## config.mk

```make
export PLATFORM = sky130hd
export DESIGN_NAME = smb_host_regs
export DESIGN_NICKNAME = d
export VERILOG_FILES = /design/src/rtl/smbh_pkg.sv /design/src/rtl/smbh_blkbuf.sv /design/src/rtl/smbh_seq.sv /design/src/rtl/smb_host_regs.sv
export SDC_FILE = /design/constraint.sdc
export NUM_CORES = 1
export LEC_CHECK = 0
export ABC_CLOCK_PERIOD_IN_PS = 2600
export BUFFER_PORTS_ARGS = -buffer_cell sky130_fd_sc_hd__buf_2
export CAP_MARGIN = 20
export CORE_MARGIN = 3
export CORE_UTILIZATION = 57
export DETAILED_ROUTE_END_ITERATION = 16
export PLACE_DENSITY_LB_ADDON = 0.25
export SYNTH_ARGS = -nofsm -noshare
export SYNTH_HDL_FRONTEND = slang
export SYNTH_SLANG_ARGS = --single-unit
```

## constraint.sdc

```tcl
create_clock -name clk -period 2.6 [get_ports clk]
set_input_delay 0.13 -clock clk [delete_from_list [all_inputs] [get_ports clk]]
set_output_delay 0.13 -clock clk [all_outputs]
set_load 0.005 [all_outputs]
```

## src/rtl/smbh_pkg.sv

```systemverilog
package smbh_pkg;
  localparam int DW        = 8;
  localparam int BLK_DEPTH = 32;

  localparam logic [2:0] OFS_STS = 3'd0;
  localparam logic [2:0] OFS_CTL = 3'd2;
  localparam logic [2:0] OFS_CMD = 3'd3;
  localparam logic [2:0] OFS_ADR = 3'd4;
  localparam logic [2:0] OFS_D0  = 3'd5;
  localparam logic [2:0] OFS_D1  = 3'd6;
  localparam logic [2:0] OFS_BLK = 3'd7;

  localparam logic [2:0] PR_QUICK = 3'd0;
  localparam logic [2:0] PR_BYTE  = 3'd1;
  localparam logic [2:0] PR_BDATA = 3'd2;
  localparam logic [2:0] PR_WORD  = 3'd3;
  localparam logic [2:0] PR_BLOCK = 3'd5;

  typedef enum logic [1:0] {
    OP_START = 2'd0,
    OP_WRITE = 2'd1,
    OP_READ  = 2'd2,
    OP_STOP  = 2'd3
  } eng_op_e;

  typedef enum logic [3:0] {
    SQ_IDLE, SQ_START, SQ_ADDR1, SQ_CMD, SQ_RESTART, SQ_ADDR2,
    SQ_WD0, SQ_WD1, SQ_WCNT, SQ_WBLK, SQ_RD0, SQ_RD1, SQ_RCNT,
    SQ_RBLK, SQ_STOP, SQ_BADP
  } seq_st_e;
endpackage

```

## src/rtl/smbh_blkbuf.sv

```systemverilog
module smbh_blkbuf #(
  parameter int DEPTH = 32,
  parameter int W     = 8,
  localparam int IW   = $clog2(DEPTH)
) (
  input  logic          clk,
  input  logic          rst_n,
  input  logic          host_wr,
  input  logic          host_rd,
  input  logic [W-1:0]  host_wdata,
  output logic [W-1:0]  host_rdata,
  input  logic          idx_clr,
  input  logic          seq_we,
  input  logic [IW-1:0] seq_idx,
  input  logic [W-1:0]  seq_wdata,
  output logic [W-1:0]  seq_rdata
);
  localparam logic [IW-1:0] IDX_LAST = IW'(DEPTH - 1);

  logic [W-1:0]  mem_q [DEPTH];
  logic [IW-1:0] hidx_q, hidx_n;

  always_comb begin
    hidx_n = hidx_q;
    if (idx_clr)
      hidx_n = '0;
    else if (host_wr || host_rd)
      hidx_n = (hidx_q == IDX_LAST) ? '0 : hidx_q + IW'(1);
  end

  always_ff @(posedge clk or negedge rst_n) begin
    if (!rst_n) hidx_q <= '0;
    else        hidx_q <= hidx_n;
  end

  always_ff @(posedge clk) begin
    if (host_wr)     mem_q[hidx_q]  <= host_wdata;
    else if (seq_we) mem_q[seq_idx] <= seq_wdata;
  end

  assign host_rdata = mem_q[hidx_q];
  assign seq_rdata  = mem_q[seq_idx];

  p_wrap_r8: assert property (@(posedge clk) disable iff (!rst_n)
    (!idx_clr && (host_wr || host_rd) && hidx_q == IDX_LAST) |=> (hidx_q == '0));
  p_ctl_clear_r8: assert property (@(posedge clk) disable iff (!rst_n)
    idx_clr |=> (hidx_q == '0));
endmodule

```

## src/rtl/smbh_seq.sv

```systemverilog
module smbh_seq
  import smbh_pkg::*;
#(
  parameter int DEPTH = 32,
  localparam int IW   = $clog2(DEPTH)
) (
  input  logic          clk,
  input  logic          rst_n,
  input  logic          start,
  input  logic [2:0]    proto,
  input  logic          rw,
  input  logic [6:0]    saddr,
  input  logic [7:0]    cmd,
  input  logic [7:0]    d0,
  input  logic [7:0]    d1,
  output logic          eng_req,
  output logic [1:0]    eng_op,
  output logic [7:0]    eng_wbyte,
  output logic          eng_last,
  input  logic          eng_done,
  input  logic          eng_nack,
  input  logic [7:0]    eng_rbyte,
  output logic          cap_d0_we,
  output logic          cap_d1_we,
  output logic [7:0]    cap_byte,
  output logic          buf_we,
  output logic [IW-1:0] buf_idx,
  input  logic [7:0]    buf_rdata,
  output logic          fin,
  output logic          fin_err
);
  localparam logic [IW:0] CNT_MAX = (IW+1)'(DEPTH);

  seq_st_e     st_q, st_n;
  eng_op_e     op;
  logic [IW-1:0] idx_q, idx_n;
  logic [IW:0]   cnt_q, cnt_n;
  logic          err_q, err_n;
  logic          proto_ok, first_rw, at_last;
  logic [IW:0]   clamp_d0, clamp_rx;

  function automatic logic [IW:0] clamp_cnt(input logic [7:0] v);
    if (v > 8'(DEPTH)) return CNT_MAX;
    return v[IW:0];
  endfunction

  assign proto_ok = (proto == PR_QUICK) || (proto == PR_BYTE) || (proto == PR_BDATA) ||
                    (proto == PR_WORD)  || (proto == PR_BLOCK);
  assign first_rw = (proto == PR_QUICK || proto == PR_BYTE) ? rw : 1'b0;
  assign at_last  = (({1'b0, idx_q} + (IW+1)'(1)) == cnt_q);
  assign clamp_d0 = clamp_cnt(d0);
  assign clamp_rx = clamp_cnt(eng_rbyte);

  always_comb begin
    st_n = st_q; idx_n = idx_q; cnt_n = cnt_q; err_n = err_q;
    cap_d0_we = 1'b0; cap_d1_we = 1'b0; buf_we = 1'b0;
    fin = 1'b0; fin_err = 1'b0;
    op = OP_START; eng_wbyte = '0; eng_last = 1'b0; eng_req = 1'b1;
    unique case (st_q)
      SQ_IDLE: begin
        eng_req = 1'b0;
        if (start) begin
          err_n = 1'b0; idx_n = '0;
          st_n  = proto_ok ? SQ_START : SQ_BADP;
        end
      end
      SQ_BADP: begin
        eng_req = 1'b0; fin = 1'b1; fin_err = 1'b1; st_n = SQ_IDLE;
      end
      SQ_START, SQ_RESTART: begin
        if (eng_done) st_n = (st_q == SQ_START) ? SQ_ADDR1 : SQ_ADDR2;
      end
      SQ_ADDR1: begin
        op = OP_WRITE; eng_wbyte = {saddr, first_rw};
        if (eng_done) begin
          if (proto == PR_QUICK)     st_n = SQ_STOP;
          else if (proto == PR_BYTE) st_n = rw ? SQ_RD0 : SQ_CMD;
          else                       st_n = SQ_CMD;
        end
      end
      SQ_CMD: begin
        op = OP_WRITE; eng_wbyte = cmd;
        if (eng_done) begin
          if (proto == PR_BYTE)       st_n = SQ_STOP;
          else if (rw)                st_n = SQ_RESTART;
          else if (proto == PR_BLOCK) st_n = SQ_WCNT;
          else                        st_n = SQ_WD0;
        end
      end
      SQ_ADDR2: begin
        op = OP_WRITE; eng_wbyte = {saddr, 1'b1};
        if (eng_done) st_n = (proto == PR_BLOCK) ? SQ_RCNT : SQ_RD0;
      end
      SQ_WD0: begin
        op = OP_WRITE; eng_wbyte = d0;
        if (eng_done) st_n = (proto == PR_WORD) ? SQ_WD1 : SQ_STOP;
      end
      SQ_WD1: begin
        op = OP_WRITE; eng_wbyte = d1;
        if (eng_done) st_n = SQ_STOP;
      end
      SQ_WCNT: begin
        op = OP_WRITE; eng_wbyte = d0;
        if (eng_done) begin
          cnt_n = clamp_d0; idx_n = '0;
          st_n  = (clamp_d0 == '0) ? SQ_STOP : SQ_WBLK;
        end
      end
      SQ_WBLK: begin
        op = OP_WRITE; eng_wbyte = buf_rdata;
        if (eng_done) begin
          if (at_last) st_n = SQ_STOP;
          else         idx_n = idx_q + IW'(1);
        end
      end
      SQ_RD0: begin
        op = OP_READ; eng_last = (proto != PR_WORD);
        if (eng_done) begin
          cap_d0_we = 1'b1;
          st_n = (proto == PR_WORD) ? SQ_RD1 : SQ_STOP;
        end
      end
      SQ_RD1: begin
        op = OP_READ; eng_last = 1'b1;
        if (eng_done) begin cap_d1_we = 1'b1; st_n = SQ_STOP; end
      end
      SQ_RCNT: begin
        op = OP_READ;
        if (eng_done) begin
          cap_d0_we = 1'b1; cnt_n = clamp_rx; idx_n = '0;
          st_n = (clamp_rx == '0) ? SQ_STOP : SQ_RBLK;
        end
      end
      SQ_RBLK: begin
        op = OP_READ; eng_last = at_last;
        if (eng_done) begin
          buf_we = 1'b1;
          if (at_last) st_n = SQ_STOP;
          else         idx_n = idx_q + IW'(1);
        end
      end
      SQ_STOP: begin
        op = OP_STOP;
        if (eng_done) begin fin = 1'b1; fin_err = err_q; st_n = SQ_IDLE; end
      end
      default: st_n = SQ_IDLE;
    endcase
    if (eng_done && eng_nack && eng_req && op == OP_WRITE) begin
      st_n = SQ_STOP; err_n = 1'b1;
    end
  end

  always_ff @(posedge clk or negedge rst_n) begin
    if (!rst_n) begin
      st_q <= SQ_IDLE; idx_q <= '0; cnt_q <= '0; err_q <= 1'b0;
    end else begin
      st_q <= st_n; idx_q <= idx_n; cnt_q <= cnt_n; err_q <= err_n;
    end
  end

  assign eng_op   = op;
  assign cap_byte = eng_rbyte;
  assign buf_idx  = idx_q;

  p_op_hold_r4: assert property (@(posedge clk) disable iff (!rst_n)
    (eng_req && !eng_done) |=> (eng_req && $stable(eng_op) && $stable(eng_wbyte)));
  p_nack_stop_r9: assert property (@(posedge clk) disable iff (!rst_n)
    (eng_req && eng_done && eng_nack && eng_op == OP_WRITE) |=> (eng_req && eng_op == OP_STOP));
endmodule

```

## src/rtl/smb_host_regs.sv

```systemverilog
module smb_host_regs
  import smbh_pkg::*;
#(
  parameter int DEPTH = BLK_DEPTH,
  localparam int IW   = $clog2(DEPTH)
) (
  input  logic       clk,
  input  logic       rst_n,
  input  logic       reg_wr,
  input  logic       reg_rd,
  input  logic [2:0] reg_addr,
  input  logic [7:0] reg_wdata,
  output logic [7:0] reg_rdata,
  output logic       eng_req,
  output logic [1:0] eng_op,
  output logic [7:0] eng_wbyte,
  output logic       eng_last,
  input  logic       eng_done,
  input  logic       eng_nack,
  input  logic [7:0] eng_rbyte
);
  logic       busy_q, busy_n, done_q, done_n, err_q, err_n;
  logic [4:0] ctl_q, ctl_n;
  logic [7:0] cmd_q, cmd_n, adr_q, adr_n, d0_q, d0_n, d1_q, d1_n;
  logic       wr_ok, start, sts_wr;
  logic [2:0] proto_live;
  logic       cap_d0_we, cap_d1_we, buf_we, fin, fin_err;
  logic [7:0] cap_byte, buf_rdata, host_rdata;
  logic [IW-1:0] buf_idx;

  assign wr_ok      = reg_wr && !busy_q;
  assign start      = wr_ok && reg_addr == OFS_CTL && reg_wdata[6];
  assign sts_wr     = reg_wr && reg_addr == OFS_STS;
  assign proto_live = start ? reg_wdata[4:2] : ctl_q[4:2];

  always_comb begin
    busy_n = busy_q;
    if (start)    busy_n = 1'b1;
    else if (fin) busy_n = 1'b0;
    done_n = fin || (done_q && !(sts_wr && reg_wdata[1]));
    err_n  = (fin && fin_err) || (err_q && !(sts_wr && reg_wdata[2]));
    ctl_n  = (wr_ok && reg_addr == OFS_CTL) ? reg_wdata[4:0] : ctl_q;
    cmd_n  = (wr_ok && reg_addr == OFS_CMD) ? reg_wdata : cmd_q;
    adr_n  = (wr_ok && reg_addr == OFS_ADR) ? reg_wdata : adr_q;
    d0_n   = d0_q;
    if (cap_d0_we)                          d0_n = cap_byte;
    else if (wr_ok && reg_addr == OFS_D0)   d0_n = reg_wdata;
    d1_n   = d1_q;
    if (cap_d1_we)                          d1_n = cap_byte;
    else if (wr_ok && reg_addr == OFS_D1)   d1_n = reg_wdata;
  end

  always_ff @(posedge clk or negedge rst_n) begin
    if (!rst_n) begin
      busy_q <= 1'b0; done_q <= 1'b0; err_q <= 1'b0; ctl_q <= '0;
      cmd_q <= '0; adr_q <= '0; d0_q <= '0; d1_q <= '0;
    end else begin
      busy_q <= busy_n; done_q <= done_n; err_q <= err_n; ctl_q <= ctl_n;
      cmd_q <= cmd_n; adr_q <= adr_n; d0_q <= d0_n; d1_q <= d1_n;
    end
  end

  always_comb begin
    unique case (reg_addr)
      OFS_STS: reg_rdata = {5'b0, err_q, done_q, busy_q};
      OFS_CTL: reg_rdata = {3'b0, ctl_q};
      OFS_CMD: reg_rdata = cmd_q;
      OFS_ADR: reg_rdata = adr_q;
      OFS_D0:  reg_rdata = d0_q;
      OFS_D1:  reg_rdata = d1_q;
      OFS_BLK: reg_rdata = host_rdata;
      default: reg_rdata = '0;
    endcase
  end

  smbh_blkbuf #(.DEPTH(DEPTH), .W(DW)) u_buf (
    .clk        (clk),
    .rst_n      (rst_n),
    .host_wr    (wr_ok && reg_addr == OFS_BLK),
    .host_rd    (reg_rd && !busy_q && reg_addr == OFS_BLK),
    .host_wdata (reg_wdata),
    .host_rdata (host_rdata),
    .idx_clr    (reg_rd && reg_addr == OFS_CTL),
    .seq_we     (buf_we),
    .seq_idx    (buf_idx),
    .seq_wdata  (cap_byte),
    .seq_rdata  (buf_rdata)
  );

  smbh_seq #(.DEPTH(DEPTH)) u_seq (
    .clk       (clk),
    .rst_n     (rst_n),
    .start     (start),
    .proto     (proto_live),
    .rw        (adr_q[0]),
    .saddr     (adr_q[7:1]),
    .cmd       (cmd_q),
    .d0        (d0_q),
    .d1        (d1_q),
    .eng_req   (eng_req),
    .eng_op    (eng_op),
    .eng_wbyte (eng_wbyte),
    .eng_last  (eng_last),
    .eng_done  (eng_done),
    .eng_nack  (eng_nack),
    .eng_rbyte (eng_rbyte),
    .cap_d0_we (cap_d0_we),
    .cap_d1_we (cap_d1_we),
    .cap_byte  (cap_byte),
    .buf_we    (buf_we),
    .buf_idx   (buf_idx),
    .buf_rdata (buf_rdata),
    .fin       (fin),
    .fin_err   (fin_err)
  );

  p_noreq_idle_r3: assert property (@(posedge clk) disable iff (!rst_n)
    !busy_q |-> !eng_req);
  p_start_busy_r3: assert property (@(posedge clk) disable iff (!rst_n)
    start |=> busy_q);
  p_fin_done_r11: assert property (@(posedge clk) disable iff (!rst_n)
    fin |=> (done_q && !busy_q));
  p_lock_cmd_r12: assert property (@(posedge clk) disable iff (!rst_n)
    (busy_q && reg_wr && reg_addr == OFS_CMD) |=> $stable(cmd_q));
endmodule

```

==> metrics.md <==
| Metric | Value |
|---|---|
| Status | `finished, violations left` |
| Failing checks | `negative setup slack` |
| Setup TNS | `-7.14 ns` |
| Clk sinks | `317` |
| Max_slew headroom | `0.401` |
| Top cells by area in the synthesized netlist | `edfxtp_1 (47%), mux4_2 (22%), dfrtp_1 (9.3%)` |
| Switch share | `0.327` |
| PortBufs | `44` |
| Switching Power | `6280 uW` |
| Clk network pwr share | `0.264` |
| Ys flop type | `edfxtp_1` |
| Final wirelength | `49,100 um` |
| Pin count of the biggest net entering global routing | `42` |
| Min Tclk post-route | `3.11 ns` |
| Setup WS pre-CTS | `-0.0993 ns` |
| Reg power frac | `0.338` |
| CP Max Fanout | `6` |
| Layout fillers | `1,790` |
| MaxCap Viol Count | `0` |
| Seq/Total Area, Yosys | `0.564` |
| Final Max Slew Viols | `0` |
| Initial antenna violation count | `0` |
| Post-synth EDFFs | `256` |
| Share of layout cells above drive strength 1 | `0.392` |
| HP Class | `primary input to flip-flop` |
| P_int | `12,900 uW` |
| Num ports | `45` |
| Initial Utilization | `0.584` |
| Global-route wire length before repair | `73,000 um` |
| GR Overflow Total | `0` |
| CP Launch Type | `flip-flop` |
| Die ar. | `30,800 um2` |
| R2R Setup Slk | `0.10 ns` |
| Share of the synthesized area in the top cell type | `0.470` |
| CTS HTree Levels | `2` |
| Row Count | `61` |
| Tot Pwr | `19,200 uW` |
| Total number of vias | `11,343` |
| Mean area per synthesized cell | `15.7 um2` |
| RSZ-0062 raised after global routing | `yes` |
| Post-route DRC | `0` |
| Asr flop ratio synth | `0.192` |
| VDD IR max | `0.571 mV` |
| Area Growth Syn to Fin | `20.0%` |
| Routability Congestion | `0.935` |
| Slew @ Worst Pin | `0.895 ns` |
| Largest area contributor in the netlist | `edfxtp_1` |
| Placeable Area | `28,000 um2` |
| Hpwl dp | `31,200 um` |
| # setup viols final | `17` |
| Initial DRC Count | `1,945` |
| Antenna Cells | `0` |
| #FFs+latches synth | `317` |
| Final nets | `1,231` |
| DR pass1 iterations | `5` |
| Final WS setup | `-0.507 ns` |
| WHS | `0.0709 ns` |
| Required @ worst endpoint | `2.47 ns` |
| Die Height | `175 um` |
| Lkg Pwr | `0.00666 uW` |
| Distinct cells, synth | `71` |
| Avg Vias per Cell | `7.06` |
| Clk_skew | `0.0109 ns` |
| Gate count of the mapped netlist | `1,041` |
| Vias in the first global route | `11,223` |
| Max clock buf depth | `3` |
| CTS tree | `yes` |
| Final design utilization | `0.701` |
| Root Buffer | `clkbuf_16` |
| Setup Crit Path Kind | `flip-flop to output port` |
| WL per Instance | `30.6 um` |
| Comb pwr share | `0.398` |
| Cells on worst reg2reg path | `10` |
| Fmax | `322 MHz` |
| Chip Width | `175 um` |
| Syn Nets | `1,069` |
| Hold Fails Final Rpt | `0` |
| Arrival time worst endpoint | `2.98 ns` |
| Synth Warn # | `0` |
| Crit share post-route | `1.19` |
| GR Util All Layers | `0.322` |
| TritonCTS buffer count | `36` |
| Clock slew at reported path FFs | `0.06 ns` |
| Post-DRT Antenna Nets | `0` |
| Hold Path Stages | `2` |
| Pwr dens | `978 nW/um2` |
| Worst-skew pair later-pin latency | `0.52 ns` |
| Synthesized area | `16,400 um2` |
| CP Capture Type | `output port` |
==> power by group through the flow <==
| stage | clock [uW] | combinational (uW) | sequential, uW |
|---|---|---|---|
| after floorplan | 0 | 4660 | 6360 |
| after global placement | 0 | 6580 | 6580 |
| after detailed placement | 0 | 6640 | 6590 |
| after CTS | 5090 | 7410 | 6490 |
| after global routing | 5330 | 8040 | 6530 |
| final | 5070 | 7640 | 6490 |
==> metal layers <==
| layer | GRT usage | share of wire | up-vias |
|---|---|---|---|
| met5 | 0 | 0 | - |
| met4 | 0.129 | 0.046 | 0 |
| met3 | 0.0588 | 0.10 | 153 |
| met2 | 0.521 | 0.49 | 838 |
| met1 | 0.441 | 0.37 | 5763 |
| li1 | - | - | 4589 |
==> registers in the layout (all words and copies together), names as in the netlist <==
name / flops
u_seq.st_q: 4
err_q: 1
u_buf.mem_q: 256
u_seq.buf_idx: 5
u_seq.err_q: 1
u_buf.hidx_q: 5
ctl_q: 5
adr_q: 8
d1_q: 8
d0_q: 8
done_q: 1
busy_q: 1
u_seq.cnt_q: 6
cmd_q: 8
==> placed cells by master, fill, tap and decap left out, drive strengths merged, types with 4 or more instances in the layout <==
master | netlist | routed
dlygate4sd3 | 0 | 15
a22oi | 31 | 31
a211oi | 5 | 5
xnor2 | 6 | 6
a21oi | 35 | 35
and2 | 4 | 4
mux4 | 163 | 163
mux2 | 33 | 33
dfrtp | 61 | 61
nor4 | 6 | 6
and3 | 7 | 7
or3 | 7 | 7
edfxtp | 256 | 256
nand3 | 17 | 17
nand3b | 6 | 6
buf | 37 | 185
nor2 | 77 | 77
a22o | 5 | 5
o211ai | 9 | 9
nor2b | 7 | 7
nor3b | 4 | 4
mux2i | 24 | 24
clkinv | 0 | 10
clkbuf | 42 | 51
nand2 | 70 | 70
a31oi | 6 | 6
inv | 14 | 16
nor3 | 11 | 11
o21ai | 37 | 37
nand2b | 8 | 8
==> Yosys cell counts (7+ instances only) <==
| library cell | n |
|---|---|
| nand2_1 | 70 |
| a21oi_1 | 34 |
| or3_1 | 7 |
| dfrtp_1 | 61 |
| and3_1 | 7 |
| nor3_1 | 11 |
| mux2i_1 | 24 |
| mux2_2 | 32 |
| nor2_1 | 75 |
| mux4_2 | 163 |
| a22oi_1 | 31 |
| nor2b_1 | 7 |
| o211ai_1 | 9 |
| buf_2 | 16 |
| clkbuf_1 | 41 |
| inv_1 | 13 |
| nand3_1 | 17 |
| nand2b_1 | 8 |
| edfxtp_1 | 256 |
| o21ai_0 | 35 |
| buf_6 | 10 |
==> timing repair <==
action                                 4_1_cts  5_1_grt
endpoints found under the hold margin       49        0
gates resized for setup                     38       19
buffers inserted                            14        3
pin swaps                                   17       13
cloned                                       6        2
setup endpoints to repair                   25       36
hold buffers                                15        0
==> path summary, 6_finish.rpt <==
check	startpoint	to
worst max-delay path	u_buf.hidx_q[0]	reg_rdata[4]
worst min-delay path	reg_wdata[6]	cmd_q[6]
worst max register to register	busy_q	u_buf.mem_q[1][0]
worst min register to register	u_seq.err_q	u_seq.err_q
max in group asynchronous	rst_n	cmd_q[4]
min in group asynchronous	rst_n	u_seq.cnt_q[1]
==> kinds of logic (layout without fill, tap and decap cells) <==
group / after synthesis / in the layout / share of synthesized area
buffers and inverters: 93 / 281 / 0.0284
AOI/OAI and AO/OA: 163 / 163 / 0.0688
xor gates and xnor gates: 9 / 9 / 0.00482
DFF: 317 / 317 / 0.564
adders and majority gates: 3 / 3 / 0.00230
muxes: 220 / 220 / 0.262
and+or+nand+nor: 236 / 236 / 0.0700
==> area by class of cell <==
class	count	area [um2]	share of cell area
Timing Repair Buffer	203	1900	0.0966
Sequential cell	317	9220	0.470
Multi-Input combinational cell	631	6810	0.347
Inverter	14	52.6	0.00268
Tap cell	378	473	0.0241
Clock inverter	15	161	0.00822
Clock buffer	49	1010	0.0516
==> critical path: stages (launching register included) <==
cell	delay, ns
dfrtp_4	0.46
buf_12	0.16
buf_12	0.14
buf_16	0.13
mux4_2	0.50
mux4_2	0.54
a221o_1	0.39
buf_2	0.14
==> stage by stage <==
| step | instances | area, um2 |
|---|---|---|
| final | 1607 | 19600 |
| after global routing | 1607 | 19600 |
| after CTS | 1604 | 19500 |
| after detailed placement | 1505 | 17700 |
| after global placement | 1505 | 17700 |
| after floorplan | 1041 | 16400 |
No activity file was read; power rests on OpenSTA's default activity.
